--- src/rtl/adb_pkg.sv ---
package adb_pkg;

    // Debounce decision states
    typedef enum logic [1:0] {
        ST_IDLE    = 2'd0,   // stable released
        ST_CHK_ON  = 2'd1,   // counting high samples
        ST_HELD    = 2'd2,   // stable pressed
        ST_CHK_OFF = 2'd3    // counting low samples
    } dbn_state_e;

endpackage

--- src/rtl/adb_sampler.sv ---
// Keeps the previous tick sample and flags a change on each tick.
module adb_sampler (
    input  logic clk,
    input  logic rst_n,
    input  logic tick_i,
    input  logic btn_i,
    output logic toggle_o
);

    typedef struct packed {
        logic prev;
    } smp_t;

    smp_t smp_d, smp_q;

    always_comb begin
        smp_d = smp_q;
        if (tick_i) begin
            smp_d.prev = btn_i;
        end
    end

    always_ff @(posedge clk or negedge rst_n) begin
        if (!rst_n) begin
            smp_q <= '0;
        end else begin
            smp_q <= smp_d;
        end
    end

    assign toggle_o = tick_i && (btn_i != smp_q.prev);

endmodule

--- src/rtl/adb_confirm.sv ---
// Press/release confirmation against the current delay.
module adb_confirm
    import adb_pkg::*;
#(
    parameter int CNT_W = 8
) (
    input  logic             clk,
    input  logic             rst_n,
    input  logic             tick_i,
    input  logic             btn_i,
    input  logic [CNT_W-1:0] delay_i,
    output logic             level_o,
    output logic             press_o,
    output logic             rel_edge_o
);

    typedef struct packed {
        dbn_state_e       state;
        logic [CNT_W-1:0] cnt;
        logic             level;
        logic             press;
    } cfm_t;

    cfm_t cfm_d, cfm_q;

    logic [CNT_W:0] cnt_next;
    logic           reached;

    assign cnt_next = {1'b0, cfm_q.cnt} + {{CNT_W{1'b0}}, 1'b1};
    assign reached  = (cnt_next >= {1'b0, delay_i});

    always_comb begin
        cfm_d       = cfm_q;
        cfm_d.press = 1'b0;
        if (tick_i) begin
            unique case (cfm_q.state)
                ST_IDLE: begin
                    if (btn_i) begin
                        cfm_d.state = ST_CHK_ON;
                        cfm_d.cnt   = CNT_W'(1);
                    end
                end
                ST_CHK_ON: begin
                    if (!btn_i) begin
                        cfm_d.state = ST_IDLE;
                        cfm_d.cnt   = '0;
                    end else if (reached) begin
                        cfm_d.state = ST_HELD;
                        cfm_d.cnt   = '0;
                        cfm_d.level = 1'b1;
                        cfm_d.press = 1'b1;
                    end else begin
                        cfm_d.cnt = cnt_next[CNT_W-1:0];
                    end
                end
                ST_HELD: begin
                    if (!btn_i) begin
                        cfm_d.state = ST_CHK_OFF;
                        cfm_d.cnt   = CNT_W'(1);
                    end
                end
                ST_CHK_OFF: begin
                    if (btn_i) begin
                        cfm_d.state = ST_HELD;
                        cfm_d.cnt   = '0;
                    end else if (reached) begin
                        cfm_d.state = ST_IDLE;
                        cfm_d.cnt   = '0;
                        cfm_d.level = 1'b0;
                    end else begin
                        cfm_d.cnt = cnt_next[CNT_W-1:0];
                    end
                end
                default: cfm_d.state = ST_IDLE;
            endcase
        end
    end

    always_ff @(posedge clk or negedge rst_n) begin
        if (!rst_n) begin
            cfm_q <= '{state: ST_IDLE, cnt: '0, level: 1'b0, press: 1'b0};
        end else begin
            cfm_q <= cfm_d;
        end
    end

    assign level_o    = cfm_q.level;
    assign press_o    = cfm_q.press;
    assign rel_edge_o = tick_i && (cfm_q.state == ST_HELD) && !btn_i;

endmodule

--- src/rtl/adb_meter.sv ---
// Times the chatter after a release and derives the next delay.
module adb_meter #(
    parameter int CNT_W       = 8,
    parameter int QUIET       = 32,
    parameter int MARGIN      = 2,
    parameter int DLY_MIN     = 4,
    parameter int DLY_MAX     = 60,
    parameter int DLY_DEFAULT = 16
) (
    input  logic             clk,
    input  logic             rst_n,
    input  logic             tick_i,
    input  logic             toggle_i,
    input  logic             start_i,
    output logic [CNT_W-1:0] delay_o
);

    localparam int QW = $clog2(QUIET + 1);
    localparam logic [CNT_W-1:0] EL_TOP = {CNT_W{1'b1}};

    typedef struct packed {
        logic             active;
        logic [CNT_W-1:0] elapsed;
        logic [CNT_W-1:0] last;
        logic [QW-1:0]    quiet;
        logic [CNT_W-1:0] delay;
    } mtr_t;

    mtr_t mtr_d, mtr_q;

    logic [CNT_W-1:0] el_next;
    logic [QW-1:0]    quiet_next;
    logic [CNT_W:0]   raw_sum;
    logic [CNT_W-1:0] bounded;

    // Saturating elapsed count keeps a runaway chatter finite
    assign el_next    = (mtr_q.elapsed == EL_TOP) ? EL_TOP : mtr_q.elapsed + CNT_W'(1);
    assign quiet_next = toggle_i ? '0 : mtr_q.quiet + QW'(1);
    assign raw_sum    = {1'b0, (toggle_i ? el_next : mtr_q.last)} + (CNT_W+1)'(MARGIN);

    always_comb begin
        if (raw_sum < (CNT_W+1)'(DLY_MIN)) begin
            bounded = CNT_W'(DLY_MIN);
        end else if (raw_sum > (CNT_W+1)'(DLY_MAX)) begin
            bounded = CNT_W'(DLY_MAX);
        end else begin
            bounded = raw_sum[CNT_W-1:0];
        end
    end

    always_comb begin
        mtr_d = mtr_q;
        if (tick_i) begin
            if (mtr_q.active) begin
                mtr_d.elapsed = el_next;
                mtr_d.quiet   = quiet_next;
                if (toggle_i) begin
                    mtr_d.last = el_next;
                end
                if (quiet_next == QW'(QUIET)) begin
                    mtr_d.active = 1'b0;
                    mtr_d.delay  = bounded;
                end
            end else if (start_i) begin
                mtr_d.active  = 1'b1;
                mtr_d.elapsed = '0;
                mtr_d.last    = '0;
                mtr_d.quiet   = '0;
            end
        end
    end

    always_ff @(posedge clk or negedge rst_n) begin
        if (!rst_n) begin
            mtr_q <= '{active: 1'b0, elapsed: '0, last: '0, quiet: '0,
                       delay: CNT_W'(DLY_DEFAULT)};
        end else begin
            mtr_q <= mtr_d;
        end
    end

    assign delay_o = mtr_q.delay;

endmodule

--- src/rtl/adaptive_debounce.sv ---
module adaptive_debounce #(
    parameter int CNT_W       = 8,
    parameter int QUIET       = 32,
    parameter int MARGIN      = 2,
    parameter int DLY_MIN     = 4,
    parameter int DLY_MAX     = 60,
    parameter int DLY_DEFAULT = 16
) (
    input  logic             clk,
    input  logic             rst_n,
    input  logic             tick_i,
    input  logic             btn_i,
    output logic             level_o,
    output logic             press_o,
    output logic [CNT_W-1:0] delay_o
);

    logic toggle;
    logic rel_edge;
    logic [CNT_W-1:0] delay_cur;

    adb_sampler u_smp (
        .clk      (clk),
        .rst_n    (rst_n),
        .tick_i   (tick_i),
        .btn_i    (btn_i),
        .toggle_o (toggle)
    );

    adb_confirm #(.CNT_W(CNT_W)) u_cfm (
        .clk        (clk),
        .rst_n      (rst_n),
        .tick_i     (tick_i),
        .btn_i      (btn_i),
        .delay_i    (delay_cur),
        .level_o    (level_o),
        .press_o    (press_o),
        .rel_edge_o (rel_edge)
    );

    adb_meter #(
        .CNT_W       (CNT_W),
        .QUIET       (QUIET),
        .MARGIN      (MARGIN),
        .DLY_MIN     (DLY_MIN),
        .DLY_MAX     (DLY_MAX),
        .DLY_DEFAULT (DLY_DEFAULT)
    ) u_mtr (
        .clk      (clk),
        .rst_n    (rst_n),
        .tick_i   (tick_i),
        .toggle_i (toggle),
        .start_i  (rel_edge),
        .delay_o  (delay_cur)
    );

    assign delay_o = delay_cur;

endmodule

--- config.mk ---
export PLATFORM = sky130hd
export DESIGN_NAME = adaptive_debounce
export DESIGN_NICKNAME = d
export VERILOG_FILES = /design/src/rtl/adb_pkg.sv /design/src/rtl/adb_sampler.sv /design/src/rtl/adb_confirm.sv /design/src/rtl/adb_meter.sv /design/src/rtl/adaptive_debounce.sv
export SDC_FILE = /design/constraint.sdc
export NUM_CORES = 1
export LEC_CHECK = 0
export ABC_AREA = 1
export BUFFER_PORTS_ARGS = -buffer_cell sky130_fd_sc_hd__buf_2
export CORE_ASPECT_RATIO = 1.5
export CORE_UTILIZATION = 40
export DETAILED_ROUTE_END_ITERATION = 10
export REMOVE_ABC_BUFFERS = 1
export SLEW_MARGIN = 20
export SYNTH_ARGS = -nofsm -noshare
export SYNTH_HDL_FRONTEND = slang
export SYNTH_HIERARCHICAL = 1
export SYNTH_SLANG_ARGS = --single-unit
--- constraint.sdc ---
create_clock -name clk -period 2.99 [get_ports clk]
set_clock_uncertainty 0.05 [all_clocks]
set_input_delay 0.598 -clock clk [delete_from_list [all_inputs] [get_ports clk]]
set_output_delay 0.598 -clock clk [all_outputs]
set_load 0.01 [all_outputs]
==> results of run 1 <==
state kept, by name, indices dropped and copies added (netlist names), named ones only:
| name | cells |
|---|---|
| u_cfm/press_o | 1 |
| u_cfm/cfm_q | 9 |
| u_mtr/mtr_q | 23 |
| u_mtr/delay_o | 8 |
| u_smp/smp_q | 1 |
| u_cfm/level_o | 1 |
layout by cell type, fill, tap and decap left out, types with 2 or more instances in the layout:
master,count
nor2_4,4
nor3_1,3
inv_1,51
nand3_1,27
clkbuf_8,5
dfrtp_1,43
ha_1,12
xor2_1,4
o21ai_2,3
nand2_1,98
o22ai_1,10
o21bai_1,3
nand3_2,6
buf_4,7
a31o_2,2
o21ai_1,8
a21oi_1,6
nor2_2,5
nand4_2,2
o21ai_0,18
nand2_4,5
buf_2,12
inv_2,3
nor2_1,26
nand2_2,6
nand4_1,7
layer usage:
layer / GRT usage / wire length, µm / up-vias
met1: 0.1944 / 2536 / 1123
met4: 0.08263 / 177 / 0
met2: 0.3333 / 3278 / 33
li1: - / - / 1235
met3: 0.03507 / 148 / 14
met5: 0 / 0 / -
stage by stage:
step                utilization  hold WS [ns]  cell area (µm²)  std cells
finish                   0.4465        0.2226             3100        467
global route             0.4465        0.2724             3100        467
CTS                      0.4461        0.4318             3098        467
detailed placement       0.4301        0.4084             2987        459
global placement         0.4301        0.4028             2987        459
floorplan                     -        0.2524             2779        362
layout make-up:
class	count	area, µm²
clock inverter	3	42.54
sequential	44	1102
tap	78	97.59
fill	715	3844
inverter	55	206.4
timing repair buffer	19	112.6
multi-input combinational	263	1470
clock buffer	5	68.82
worst reg2reg max path, cell delays in order, from the launching register on:
cell	delay (ns)
dfrtp_1	0.45
ha_1	0.28
nand2_4	0.09
nor2_4	0.12
nand2_4	0.11
nand2_2	0.09
nand2_2	0.06
nand2_4	0.08
ha_1	0.17
nand3_1	0.11
nor2_1	0.16
nand2_1	0.07
nand2_1	0.10
nor2_1	0.05
nand2_1	0.10
nand4_2	0.13
o21bai_1	0.15
cells by family after synthesis:
| group | share of synthesized area |
|---|---|
| flip-flops | 0.3801 |
| adder cells (fa/ha/maj) | 0.05177 |
| AND/OR/NAND/NOR | 0.3305 |
| XOR/XNOR | 0.01510 |
| buffers and inverters | 0.1130 |
| AO/OA/AOI/OAI | 0.1096 |
worst paths after layout:
check                                startpoint          endpoint  slack, ns  cells after the start
worst max-delay path            u_mtr/mtr_q[22]  u_mtr/delay_o[1]       0.56                     16
min in group clk                  u_cfm/level_o     u_cfm/level_o       0.43                      2
worst min register to register    u_cfm/level_o     u_cfm/level_o       0.43                      2
max in group asynchronous                 rst_n   u_mtr/mtr_q[11]       2.27                      1
worst min-delay path                      rst_n     u_cfm/level_o       0.22                      1
worst max register to register  u_mtr/mtr_q[22]  u_mtr/delay_o[1]       0.56                     16
power breakdown:
group	internal [µW]	switching, µW
logic	345	620
registers	749	174
clock network	247	222
total	1340	1020
==> out/qor.yml, run 1 <==
cts:
  cts_tree: "yes"
  cts_hold_buf: 0
  cts_max_level: 2
  clk-insertion-delay-late_ns: 0.31
  cts_buffers: 5
  cts_setup_buffers: 0
  clockRootBuffer: "clkbuf_8"
  cts_buffer_depth: 2
  clkSinkCount: 44
  cts_resized: 0
  path_clk_slew_ns: 0.09
critical_path:
  path_cells: "ha_1 -> nand2_4 -> nor2_4 -> nand2_4 -> nand2_2 -> nand2_2 -> nand2_4 -> ha_1 -> nand3_1 -> nor2_1 -> nand2_1 -> nand2_1 -> nor2_1 -> nand2_1 -> nand4_2 -> o21bai_1"
  arrival_ns: 2.62
  cp-end-kind: "flip-flop"
  cp.required_ns: 3.18
  path_buf_inv: 0
  critPathTopFamily: "simple AND/OR/NAND/NOR gates"
  path_class: "reg2reg"
  worst-path-max-fanout: 9
  start_kind: "flip-flop"
  max_stage_delay_ns: 0.45
  cp_slowest_cell: "dfrtp_1"
grt:
  first_global_vias: 2315
  grt_pass1_wl_um: 10670
  grt_max_degree: 45
  grt_usage: 0.1805
  grt.overflow.total: 0
  antenna_found_initial: 0
sta:
  finalWorstSetupSlack_ns: 0.5641
  drv_slew: 0
  hold_viol: 0
  post-route-period-util: 0.8113
  tightestPinTransition_ns: 0.5708
  setup_viol: 0
  maxSlewHeadroom: 0.6160
  setup-tns-final_ns: 0
  rsz0062_at_grt: "false"
  clock.fmax_mhz: 412.2
  post-route-min-period_ns: 2.426
run:
  cap_violations: 0
routing:
  drc_errors: 0
  first_iter_violations: 116
  wirelength_um: 6140
  vias: 2405
  detail_route.wl_per_cell_um: 13.15
  dr.pass1.iters: 4
  vias_per_cell: 5.150
  ant_nets: 0
synthesis:
  synth_common_cells: "nand2_1, inv_1, dfrtp_1"
  netlist_area_um2: 2900
  ys_seq_elements: 44
  avgSynthCellArea_um2: 7.632
  ys_types: 38
  synthArstFlopShare: 1.000
  synth_edf_count: 0
  synthesis.instances: 380
  synth_top_area_frac: 0.3710
  synth_warnings: 6
  yosys.area.top_type: "dfrtp_1"
  ys.flop_type: "dfrtp_1"
  netlist_top_cells_area: "dfrtp_1, nand2_1, inv_1"
  ys_seq_area_frac: 0.3801
  yosysMostFrequentCell: "nand2_1"
final_layout:
  antenna_cells: 0
  drive_above_1_share: 0.1697
  area_growth_pct: 6.902
  num-nets-final: 404
power_and_ir_drop:
  leakage_uw: 0.001616
  finalPower_uw: 2357
  power_density_nw_per_um2: 760.1
  ir_worst_vdd_mv: 0.2631
die:
  io_pins: 14
  start_util: 0.4177
  coreArea_um2: 6944
  chipWidth_um: 71.53
  die_area_um2: 7602
  die_height_um: 106.3
  rows: 37
placed_design:
  hpwlAfterDp_um: 4657
  numPortBuffers: 13
  preCtsSetupSlack_ns: 0.4997
  place_congestion: 0.8848
worst_hold_path:
  hold_class: "in2async"
status:
  status: "finished, final reports clean"
Note: power is estimated with default switching activity, not from simulation.
==> inputs of run 2 (changes only) <==
==> constraint.sdc (replaced) <==
create_clock -name clk -period 2 [get_ports clk]
set_clock_uncertainty 0.05 [all_clocks]
set_input_delay 0.4 -clock clk [delete_from_list [all_inputs] [get_ports clk]]
set_output_delay 0.4 -clock clk [all_outputs]
set_load 0.01 [all_outputs]
==> run 2 against run 1 <==
  * Final cell count increased by 10%
  * Combinational power grew 140%
  * Final area grew 22%
  * The run now ends with hold timing, setup timing left
==> out/qor.yml, run 2 (same netlist as run 1, synthesis figures left out) <==
status:
  status: "complete, but fails checks"
  violations: "hold timing, setup timing"
critical_path:
  critPathTopFamily: "simple AND/OR/NAND/NOR gates"
  path_class: "reg2reg"
  cpMostUsedCell: "nand2_1"
  path_buf_inv: 1  # +1
  cp.required_ns: 2.21  # -0.97 ns
  start_kind: "flip-flop"
  cp-end-kind: "flip-flop"
  max_stage_delay_ns: 0.42  # -0.03 ns
  worst-path-max-fanout: 6  # -3
  path_cells: "ha_4 -> buf_4 -> xor2_2 -> ha_1 -> nand2_1 -> nand2_1 -> nand2_1 -> nand3_2 -> nand2_2 -> nand2_2 -> nand2_4 -> nand3_4 -> nand2_1 -> nand2_1 -> nand2_1"
  cp_slowest_cell: "dfrtp_1"
  arrival_ns: 2.33  # -0.29 ns
sta:
  tightestPinTransition_ns: 0.5870  # +0.01624 ns
  post-route-period-util: 1.063  # +0.2512
  post-route-min-period_ns: 2.125  # -0.3007 ns
  finalWorstSetupSlack_ns: -0.1251  # -0.6893 ns
  hold_viol: 6  # +6
  whs_ns: -0.007841  # -0.2304 ns
  drv_slew: 0  # unchanged
  rsz0062_at_grt: "true"
  maxSlewHeadroom: 0.6072  # -0.008762
  setup_viol: 18  # +18
  clock.fmax_mhz: 470.6  # +14%
final_layout:
  final_cell_mix: "nand2_1, buf_4, inv_1, dfrtp_1, nand3_1"
  num-nets-final: 453  # +12%
  top_register: "u_mtr/mtr_q"
  antenna_cells: 0  # unchanged
  largest_reg_flops: 23  # unchanged
  postLayoutCoreUtil: 0.5425  # +0.09604
  fill_cells: 662  # -7.4%
  area_growth_pct: 29.90
  instances_no_fill: 516  # +10%
  layout_commonest_cell: "nand2_1"
  drive_above_1_share: 0.3721  # +0.2025
die:
  die_height_um: 106.3  # unchanged
  rows: 37  # unchanged
  start_util: 0.4177  # unchanged
  die_area_um2: 7602  # unchanged
  io_pins: 14  # unchanged
  chipWidth_um: 71.53  # unchanged
  coreArea_um2: 6944  # unchanged
routing:
  first_iter_violations: 115  # -0.86%
  wirelength_um: 7354  # +20%
  dr.pass1.iters: 4  # unchanged
  vias_per_cell: 5.217  # +1.3%
  vias: 2692  # +12%
  detail_route.wl_per_cell_um: 14.25  # +8.4%
  ant_nets: 0  # unchanged
  drc_errors: 0  # unchanged
placed_design:
  numPortBuffers: 13  # unchanged
  hpwlAfterDp_um: 5261  # +13%
  dpl.cell_count: 499  # +8.7%
  place_congestion: 0.8619  # -2.6%
grt:
  grt_pass1_wl_um: 12140  # +14%
  first_global_vias: 2731  # +18%
  grt_max_degree: 27  # -40%
  grt.overflow.total: 0  # unchanged
  antenna_found_initial: 0  # unchanged
  grt_usage: 0.2084  # +0.02792
cts:
  cts_tree: "yes"
  cts_buffers: 5  # unchanged
  clockRootBuffer: "clkbuf_8"
  cts_buffer_depth: 2  # unchanged
  cts_max_level: 2  # unchanged
  cts_hold_buf: 0  # unchanged
  clk-insertion-delay-late_ns: 0.31  # about the same
  path_clk_slew_ns: 0.09  # about the same
  clkSinkCount: 44  # unchanged
power_and_ir_drop:
  leakage_uw: 0.001904  # +18%
  power_density_nw_per_um2: 1148  # +51%
  ir_worst_vdd_mv: 0.3877  # +47%
worst_hold_path:
  hold_class: "in2async"
run:
  cap_violations: 0  # unchanged
[run 2: cell types whose count changed in the layout (fill, tap and decap cells not counted), moves of 5 or more]
| cell | change |
|---|---|
| nand2_2 | +12 |
| nand2_1 | -15 |
| buf_4 | +40 |
| nand3_1 | -5 |
| nor2_1 | -7 |
| buf_6 | +6 |
| o21ai_2 | +5 |
[run 2: worst paths after layout]
path	depth (start not counted)	to	from	slack, ns
setup / recovery	15	flip-flop	u_cfm/cfm_q[3]	-0.13
hold / removal	1	u_cfm/level_o	rst_n	-0.008
setup reg to reg	15	flip-flop	u_cfm/cfm_q[3]	-0.13
hold reg to reg	2	u_mtr/delay_o[4]	u_mtr/delay_o[4]	0.43
max in group asynchronous	2	u_mtr/delay_o[4]	rst_n	1.31
min in group clk	3	u_smp/smp_q	btn_i	0.30
[run 2: per-layer routing]
layer,share of wire,global-route usage,vias to the layer above
li1,-,-,1337
met1,0.39,0.2146,1297
met2,0.56,0.3932,45
met3,0.025,0.03602,13
met4,0.028,0.1078,0
met5,0,0,-
[run 2: repair_timing]
action	in CTS	in global routing
gates resized for setup	28	45
cloned	1	0
setup buffers	4	4
setup endpoints to repair	21	21
endpoints found under the hold margin	0	0
pin swaps	15	25
[run 2: final cells by class]
class | count | area [µm²] | share of cell area
Multi-Input combinational cell | 264 | 1747 | 0.4636
Sequential cell | 44 | 1104 | 0.2929
Inverter | 55 | 206.4 | 0.05480
Timing Repair Buffer | 67 | 505.5 | 0.1342
Tap cell | 78 | 97.59 | 0.02591
Clock inverter | 2 | 35.03 | 0.009299
Clock buffer | 6 | 72.57 | 0.01926
[run 2: through the flow]
stage	setup WS [ns]	instance area, µm²	TNS [ns]	total power, µW	hold WS, ns
4_1_cts	-0.1389	3570	-1.799	4162	0.001505
5_1_grt	-0.2744	3767	-3.899	4671	0.02627
2_1_floorplan	-0.2468	2779	-1.588	2449	0.05441
6_report	-0.1251	3767	-1.680	4323	-0.007841
3_3_place_gp	-0.2550	3299	-3.102	3182	0.3392
3_5_place_dp	-0.2604	3299	-3.691	3230	0.3393
[run 2: worst register-to-register path: stages (launching register included)]
cell,delay (ns)
dfrtp_1,0.42
ha_4,0.18
buf_4,0.14
xor2_2,0.14
ha_1,0.29
nand2_1,0.06
nand2_1,0.05
nand2_1,0.07
nand3_2,0.09
nand2_2,0.07
nand2_2,0.06
nand2_4,0.12
nand3_4,0.13
nand2_1,0.10
nand2_1,0.05
nand2_1,0.06
[run 2: power breakdown]
| part | total, µW | switching, µW | internal (µW) |
|---|---|---|---|
| Combinational | 2290 | 1270 | 1030 |
| Clock | 692 | 321 | 371 |
| Sequential | 1340 | 215 | 1120 |
